[src/rtl/rxd_pkg.sv]
package rxd_pkg;
    localparam int WORD_W  = 32;
    localparam int OWN_BIT = 31;
    localparam int LEN_LSB = 16;
    localparam int LEN_W   = 14;
    localparam int ES_BIT  = 15;
    localparam int FD_BIT  = 9;
    localparam int LD_BIT  = 8;
    localparam int BSZ_W   = 13;
    localparam int CHN_BIT = 14;

    typedef enum logic [2:0] {
        ST_OFF,
        ST_CHECK,
        ST_ARMED,
        ST_FOLLOW,
        ST_STALL
    } walk_st_t;
endpackage

[src/rtl/rxd_desc_ram.sv]
module rxd_desc_ram #(
    parameter int DEPTH = 64,
    parameter int NRD   = 2,
    localparam int AW   = $clog2(DEPTH)
) (
    input  logic                      clk,
    input  logic                      h_we,
    input  logic [AW-1:0]             h_addr,
    input  logic [rxd_pkg::WORD_W-1:0] h_wdata,
    output logic [rxd_pkg::WORD_W-1:0] h_rdata,
    input  logic                      e_we,
    input  logic [AW-1:0]             e_addr,
    input  logic [rxd_pkg::WORD_W-1:0] e_wdata,
    input  logic [AW-1:0]             e_raddr [NRD],
    output logic [rxd_pkg::WORD_W-1:0] e_rdata [NRD]
);
    logic [rxd_pkg::WORD_W-1:0] mem_q [DEPTH];
    logic host_blocked;

    // engine writeback wins a same-word collision
    assign host_blocked = e_we && (e_addr == h_addr);

    always_ff @(posedge clk) begin
        if (e_we)
            mem_q[e_addr] <= e_wdata;
        if (h_we && !host_blocked)
            mem_q[h_addr] <= h_wdata;
        h_rdata <= mem_q[h_addr];
    end

    for (genvar g = 0; g < NRD; g++) begin : g_rd
        assign e_rdata[g] = mem_q[e_raddr[g]];
    end
endmodule

[src/rtl/rxd_wb_format.sv]
module rxd_wb_format
    import rxd_pkg::*;
(
    input  logic [LEN_W-1:0]  frm_len,
    input  logic              frm_err,
    input  logic [BSZ_W-1:0]  bsize,
    output logic [WORD_W-1:0] wb_word,
    output logic              trunc
);
    logic [LEN_W-1:0] len_eff;

    always_comb begin
        trunc   = frm_len > LEN_W'(bsize);
        len_eff = trunc ? LEN_W'(bsize) : frm_len;
        wb_word = '0;
        wb_word[LEN_LSB +: LEN_W] = len_eff;
        wb_word[ES_BIT] = frm_err | trunc;
        wb_word[FD_BIT] = 1'b1;
        wb_word[LD_BIT] = 1'b1;
    end
endmodule

[src/rtl/rxd_flag.sv]
module rxd_flag (
    input  logic clk,
    input  logic rst_n,
    input  logic set,
    input  logic clr,
    output logic flag
);
    logic flag_d, flag_q;

    always_comb begin
        flag_d = flag_q;
        if (clr) flag_d = 1'b0;
        if (set) flag_d = 1'b1;
    end

    always_ff @(posedge clk or negedge rst_n) begin
        if (!rst_n) flag_q <= 1'b0;
        else        flag_q <= flag_d;
    end

    assign flag = flag_q;
endmodule

[src/rtl/rxd_walker.sv]
module rxd_walker
    import rxd_pkg::*;
#(
    parameter int DEPTH = 64,
    localparam int AW   = $clog2(DEPTH)
) (
    input  logic              clk,
    input  logic              rst_n,
    input  logic              rx_en,
    input  logic [AW-1:0]     base_addr,
    input  logic              poll_dmd,
    input  logic              rc_clr,
    input  logic              frm_valid,
    input  logic [LEN_W-1:0]  frm_len,
    input  logic              frm_err,
    output logic              frm_ready,
    output logic              rc_flag,
    output logic              bu_flag,
    input  logic              hst_we,
    input  logic [AW-1:0]     hst_addr,
    input  logic [WORD_W-1:0] hst_wdata,
    output logic [WORD_W-1:0] hst_rdata
);
    typedef struct packed {
        walk_st_t      st;
        logic [AW-1:0] cur;
    } walk_t;

    walk_t d, q;

    logic              accept, bu_set, e_we;
    logic [AW-1:0]     raddr [2];
    logic [WORD_W-1:0] rdata [2];
    logic [WORD_W-1:0] wb_word;
    logic              trunc;
    logic [AW-1:0]     next_ptr;

    rxd_desc_ram #(.DEPTH(DEPTH), .NRD(2)) u_ram (
        .clk     (clk),
        .h_we    (hst_we),
        .h_addr  (hst_addr),
        .h_wdata (hst_wdata),
        .h_rdata (hst_rdata),
        .e_we    (e_we),
        .e_addr  (q.cur),
        .e_wdata (wb_word),
        .e_raddr (raddr),
        .e_rdata (rdata)
    );

    rxd_wb_format u_fmt (
        .frm_len (frm_len),
        .frm_err (frm_err),
        .bsize   (rdata[1][BSZ_W-1:0]),
        .wb_word (wb_word),
        .trunc   (trunc)
    );

    rxd_flag u_rc (
        .clk   (clk),
        .rst_n (rst_n),
        .set   (accept),
        .clr   (rc_clr),
        .flag  (rc_flag)
    );

    rxd_flag u_bu (
        .clk   (clk),
        .rst_n (rst_n),
        .set   (bu_set),
        .clr   (poll_dmd),
        .flag  (bu_flag)
    );

    assign frm_ready = (q.st == ST_ARMED) && rx_en;
    assign next_ptr  = {rdata[0][AW-1:2], 2'b00};

    always_comb begin
        d        = q;
        accept   = 1'b0;
        bu_set   = 1'b0;
        e_we     = 1'b0;
        raddr[0] = q.cur;
        raddr[1] = {q.cur[AW-1:2], 2'b01};
        case (q.st)
            ST_OFF: begin
                if (rx_en) begin
                    d.cur = {base_addr[AW-1:2], 2'b00};
                    d.st  = ST_CHECK;
                end
            end
            ST_CHECK: begin
                if (rdata[0][OWN_BIT] && !bu_flag) begin
                    d.st = ST_ARMED;
                end else begin
                    bu_set = 1'b1;
                    d.st   = ST_STALL;
                end
            end
            ST_ARMED: begin
                if (frm_valid && rx_en) begin
                    accept = 1'b1;
                    e_we   = 1'b1;
                    d.st   = ST_FOLLOW;
                end
            end
            ST_FOLLOW: begin
                raddr[0] = {q.cur[AW-1:2], 2'b11};
                if (rdata[1][CHN_BIT]) d.cur = next_ptr;
                else                   d.cur = q.cur + AW'(4);
                d.st = ST_CHECK;
            end
            ST_STALL: begin
                if (poll_dmd) d.st = ST_CHECK;
            end
            default: d.st = ST_OFF;
        endcase
        if (!rx_en) d.st = ST_OFF;
    end

    always_ff @(posedge clk or negedge rst_n) begin
        if (!rst_n) begin
            q.st  <= ST_OFF;
            q.cur <= '0;
        end else begin
            q <= d;
        end
    end

    // a disabled engine never offers to take a frame
    a_r1_idle_when_off: assert property (@(posedge clk) disable iff (!rst_n)
        !rx_en |=> !frm_ready);

    // written length never exceeds the buffer size, overflow marks an error
    a_r4_len_bounded: assert property (@(posedge clk) disable iff (!rst_n)
        accept |-> (wb_word[LEN_LSB +: LEN_W] <= LEN_W'(rdata[1][BSZ_W-1:0])));
    a_r4_trunc_err: assert property (@(posedge clk) disable iff (!rst_n)
        (accept && trunc) |-> wb_word[ES_BIT]);

    // no frame is taken while buffer-unavailable is raised
    a_r5_stalled_not_ready: assert property (@(posedge clk) disable iff (!rst_n)
        bu_flag |-> !frm_ready);

    // buffer-unavailable holds until a poll demand
    a_r6_bu_sticky: assert property (@(posedge clk) disable iff (!rst_n)
        (bu_flag && !poll_dmd) |=> bu_flag);

    // every accepted frame leaves receive-complete set
    a_r7_rc_after_accept: assert property (@(posedge clk) disable iff (!rst_n)
        (frm_valid && frm_ready) |=> rc_flag);
endmodule

[config.mk]
export PLATFORM = sky130hd
export DESIGN_NAME = rxd_walker
export DESIGN_NICKNAME = d
export VERILOG_FILES = /design/src/rtl/rxd_pkg.sv /design/src/rtl/rxd_desc_ram.sv /design/src/rtl/rxd_wb_format.sv /design/src/rtl/rxd_flag.sv /design/src/rtl/rxd_walker.sv
export SDC_FILE = /design/constraint.sdc
export NUM_CORES = 2
export LEC_CHECK = 0
export BUFFER_PORTS_ARGS = -buffer_cell sky130_fd_sc_hd__buf_2
export CAP_MARGIN = 0
export CORE_MARGIN = 2
export CORE_UTILIZATION = 50
export DETAILED_ROUTE_END_ITERATION = 7
export HOLD_SLACK_MARGIN = 0.02
export PLACE_DENSITY = 0.65
export SETUP_SLACK_MARGIN = 0.5
export SLEW_MARGIN = 20
export SYNTH_ARGS = -nofsm -noshare
export SYNTH_HDL_FRONTEND = slang
export SYNTH_HIERARCHICAL = 1
export SYNTH_SLANG_ARGS = --single-unit
export TNS_END_PERCENT = 20
[constraint.sdc]
create_clock -name clk -period 5.6 [get_ports clk]
set_input_delay 0.56 -clock clk [delete_from_list [all_inputs] [get_ports clk]]
set_output_delay 0.56 -clock clk [all_outputs]
set_load 0.02 [all_outputs]
==> After elaboration in Yosys (flattened, before gate mapping) <==
Memory sizes are Yosys's and may differ from the RTL's. A register that Yosys moved wholly into a read port is not among the register bits.
Cells that the tools add are included.
{ "word_totals": {"ff_bits": 11, "ram_bits": 2048, "in_bits": 66, "out_inout_bits": 35, "memories": 1} }
{ "classes": {"addsub": 1, "magnitude_cmp": 1, "n_eq_ne": 8, "muxes": 22, "bitwise": 1, "n_reduce_logical": 13} }
{ "mem_list": {"columns": ["name", "words", "word_bits", "read_ports", "rd_ports_with_merged_regs", "write_ports", "line_no", "source"], "rows": [
  ["u_ram.mem_q", 64, 32, 3, 1, 2, "rxd_desc_ram.sv:17", "logic [rxd_pkg::WORD_W-1:0] mem_q [DEPTH];"]
]} }
{ "ops": {"columns": ["op", "count"], "rows": [
  ["$pmux 3 s5", 1],
  ["$gt 14x13->1", 1],
  ["$mux 14", 1],
  ["$mux 1", 12],
  ["$mux 3", 4],
  ["$pmux 6 s2", 1],
  ["$mux 9", 1],
  ["$add 6x3->6 const B", 1],
  ["$eq 3x2->1 const B", 2],
  ["$eq 6x6->1", 1],
  ["$mux 6", 1],
  ["$reduce_bool 2->1", 3],
  ["$logic_and 1x1->1", 5],
  ["$reduce_and 2->1", 2],
  ["$eq 3x1->1 const B", 1],
  ["$eq 3x3->1 const B", 1],
  ["$logic_not 3->1", 1],
  ["$ne 3x2->1 const B", 1],
  ["$ne 3x3->1 const B", 1],
  ["$logic_not 1->1", 2],
  ["$mux 2", 1],
  ["$ne 2x2->1 const B", 1],
  ["$or 1x1->1", 1]
]} }

==> Depth between registers and ports, before layout <==
{ "logic_depth": {"word_depth": 8, "ltp_mapped": 20, "ltp_nobuf": 14} }

==> Modules after synthesis <==
The synthesis kept the hierarchy.
{ "modules_own_cells": {"columns": ["module", "n_inst", "cells_per_inst", "area_per_inst_um2", "seq_area_each_um2"], "rows": [
  ["rxd_desc_ram", 1, 9255, 137739.6, 62139.6],
  ["rxd_wb_format", 1, 83, 690.7, 0.0],
  ["rxd_walker", 1, 59, 521.8, 175.2],
  ["rxd_flag", 2, 3, 36.3, 25.0]
]} }

==> Worst setup path after synthesis <==
Ideal clock, no wire load.
{ "synth_path": {"path_kind": "in2reg", "from": "input rx_en", "to": "memory u_ram/mem_q[56][0] (netlist bit) (enable)", "setup_ns": 0.466, "arrival_ns": 4.371, "required_time_ns": 5.134, "slack_ns": 0.763, "path_stages": 7, "n_path_buf": 1, "path_cell_list": "nand2b_4 -> nor3b_1 -> and2_1 -> clkbuf_1 -> nor2b_1 -> nand2_1 -> o21ai_0"} }
{ "synth_lines": {"columns": ["item", "line_no", "source"], "rows": [
  ["start: declaration", "rxd_walker.sv:9", "input logic rx_en,"],
  ["end: declaration", "rxd_desc_ram.sv:17", null]
]} }

==> results.txt <==
status: finished, final reports clean
worst vdd ir: 0.463 mV
DRC: 0
gpl congestion: 0.945
total power: 51.4 mW
total track usage: 37.3%
Die Area: 240,000 sq um
YS warnings: 6
share of cells above drive strength 1: 47.0%
Num CTS Buffers: 224
commonest cells after routing, fill and taps aside: 2,070 x mux2_2, 2,048 x edfxtp_1, 473 x mux4_2
GRT Residual Overflow: 0
first-pass GRT wire length: 621,000 microns
core area: 235,000 sq um
row cnt: 178
DR vias: 79,300
fmax: 192 MHz
Power per Cell Area: 399 nW/um^2
Placed Area: 121,000 sq um
first drt pass iteration count: 7
die height: 490 microns
CP max FO: 34
post-route ant nets: 0
vias per inst: 7.30
Initial DRC Count: 12,000
Post-DP HPWL: 277,000 microns
mean area per synthesized cell: 14.8 sq um
count of buffers from port buffering: 98
Syn Inst Count: 7,956
wire per inst: 41.8 microns
Hold Vio Cnt, Final: 0
leak pwr: 43.2 nW
Worst Tran Pin Value: 1.29 ns
Worst-path clk slew: 0.06 ns
HP Class: in -> async
pin count of the biggest net entering global routing: 224
cell area after synthesis: 118,000 sq um
H-tree depth: 4
setup violators final: 0
Slew headroom: 14.0%
minimum clock period: 5.22 ns
nets@finish: 7,581
element type at the critical path start: flop
Max Slew Vio Count: 0
most common cell after layout, fill and taps aside: mux2_2
worst skew pair latency: 0.91 ns
worst hold margin: 0.0706 ns
antenna violations before repair: 22
CTS Buffer Depth: 3
worst path arrival time: 5.85 ns
vias in the first global route: 76,400
die width: 490 microns
WL final: 454,000 microns
initial core utilization: 50.2%
Root Driver: clkbuf_16
period utilization: 93.2%
unrepaired setup endpoints after global routing: no
CP max-delay cell: dfrtp_1
Top-Level Pins: 101
critical path cell sequence: buf_4 > nand2b_1 > o221ai_1 > a21oi_1 > a21oi_1 > a311oi_4 > inv_1 > ha_1 > nand2_1 > nor4_2 > or3_1 > o22a_2 > buf_12 > buf_4 > mux2_4 > buf_12 > mux2_2
layout filler cell count: 19,000
Area Growth Syn to Fin: 9.07%
max cap viols: 0
post-route cell area: 129,000 sq um
CP Class: reg -> reg
CTS tree: done
critical path capture point type: flop
Critical Path RT: 6.23 ns
slowest stage delay, CP: 0.69 ns
total negative slack: 0 ns
Layout Skew: 0.0557 ns
CTS Sinks: 2,089
-- stage by stage --
stage / worst slack, ns / cells / util, %
6_report: 0.379 / 10900 / 54.8
5_1_grt: 0.495 / 10800 / 54.8
4_1_cts: 0.501 / 10800 / 54.7
3_5_place_dp: 0.113 / 10400 / 51.6
3_3_place_gp: 0.162 / 10400 / 51.6
2_1_floorplan: 0.763 / 7974 / -
-- power breakdown --
group | internal, mW | switching [mW] | total (mW) | leakage, nW
sequential | 19.6 | 0.137 | 19.7 | 18.8
combinational | 7.85 | 9.28 | 17.1 | 21.0
clock | 8.08 | 6.48 | 14.6 | 3.46
total | 35.5 | 15.9 | 51.4 | 43.2
-- worst paths after layout --
path	end	cells after the start	slack, ns	start
min in group clk	q[4]	4	0.07	base_addr[4]
max in group asynchronous	q[3]	2	5.33	rst_n
setup reg to reg	u_ram/mem_q[57][23]	17	0.38	q[5]
hold reg to reg	u_rc/flag	1	0.48	u_rc/flag
hold / removal	q[2]	2	0.07	rst_n
setup / recovery	u_ram/mem_q[57][23]	17	0.38	q[5]
-- sequential cells by signal, indices dropped and copies added (netlist names) --
register and flops:
q 7, u_bu/flag 1, u_ram/h_rdata 32, u_ram/mem_q 2048
u_rc/flag 1
-- worst max-delay path, delay by kind of cell, from the launching register on --
family                     cells  cell delay (ns)
and+or+nand+nor                4             0.62
DFF                            1             0.69
buffers and inverters          5             0.93
AOI/OAI and AO/OA              5             1.66
muxes                          2             0.65
adders and majority gates      1             0.31
-- timing repair --
| item | in CTS | in global routing |
|---|---|---|
| endpoints found under the hold margin | 15 | 0 |
| hold buffers | 6 | 0 |
| setup buffers | 2 | 3 |
| endpoints found under the setup margin | 896 | 859 |
| pin swaps | 2 | 0 |
| gates resized for setup | 20 | 10 |
| gates cloned | 0 | 0 |
-- area by class of cell --
type / count / area, sq um / area share [%]
flip-flops and latches: 2089 / 62400 / 48.5
multi-input cells: 4622 / 50400 / 39.2
clock buffers: 289 / 6080 / 4.72
repair buffers: 541 / 4740 / 3.69
well taps: 3150 / 3940 / 3.06
clock inverters: 130 / 952 / 0.740
inverters: 23 / 106 / 0.0826
diodes: 18 / 45.0 / 0.0350
-- per-layer routing --
metal	up-vias	track usage, %	share of wire (%)
met5	-	0.403	0.044
met4	14	24.9	8.0
met3	1387	9.18	13
met2	6287	54.6	43
met1	41000	49.3	36
li1	30600	-	-
Power figures use the tool's default switching activity.
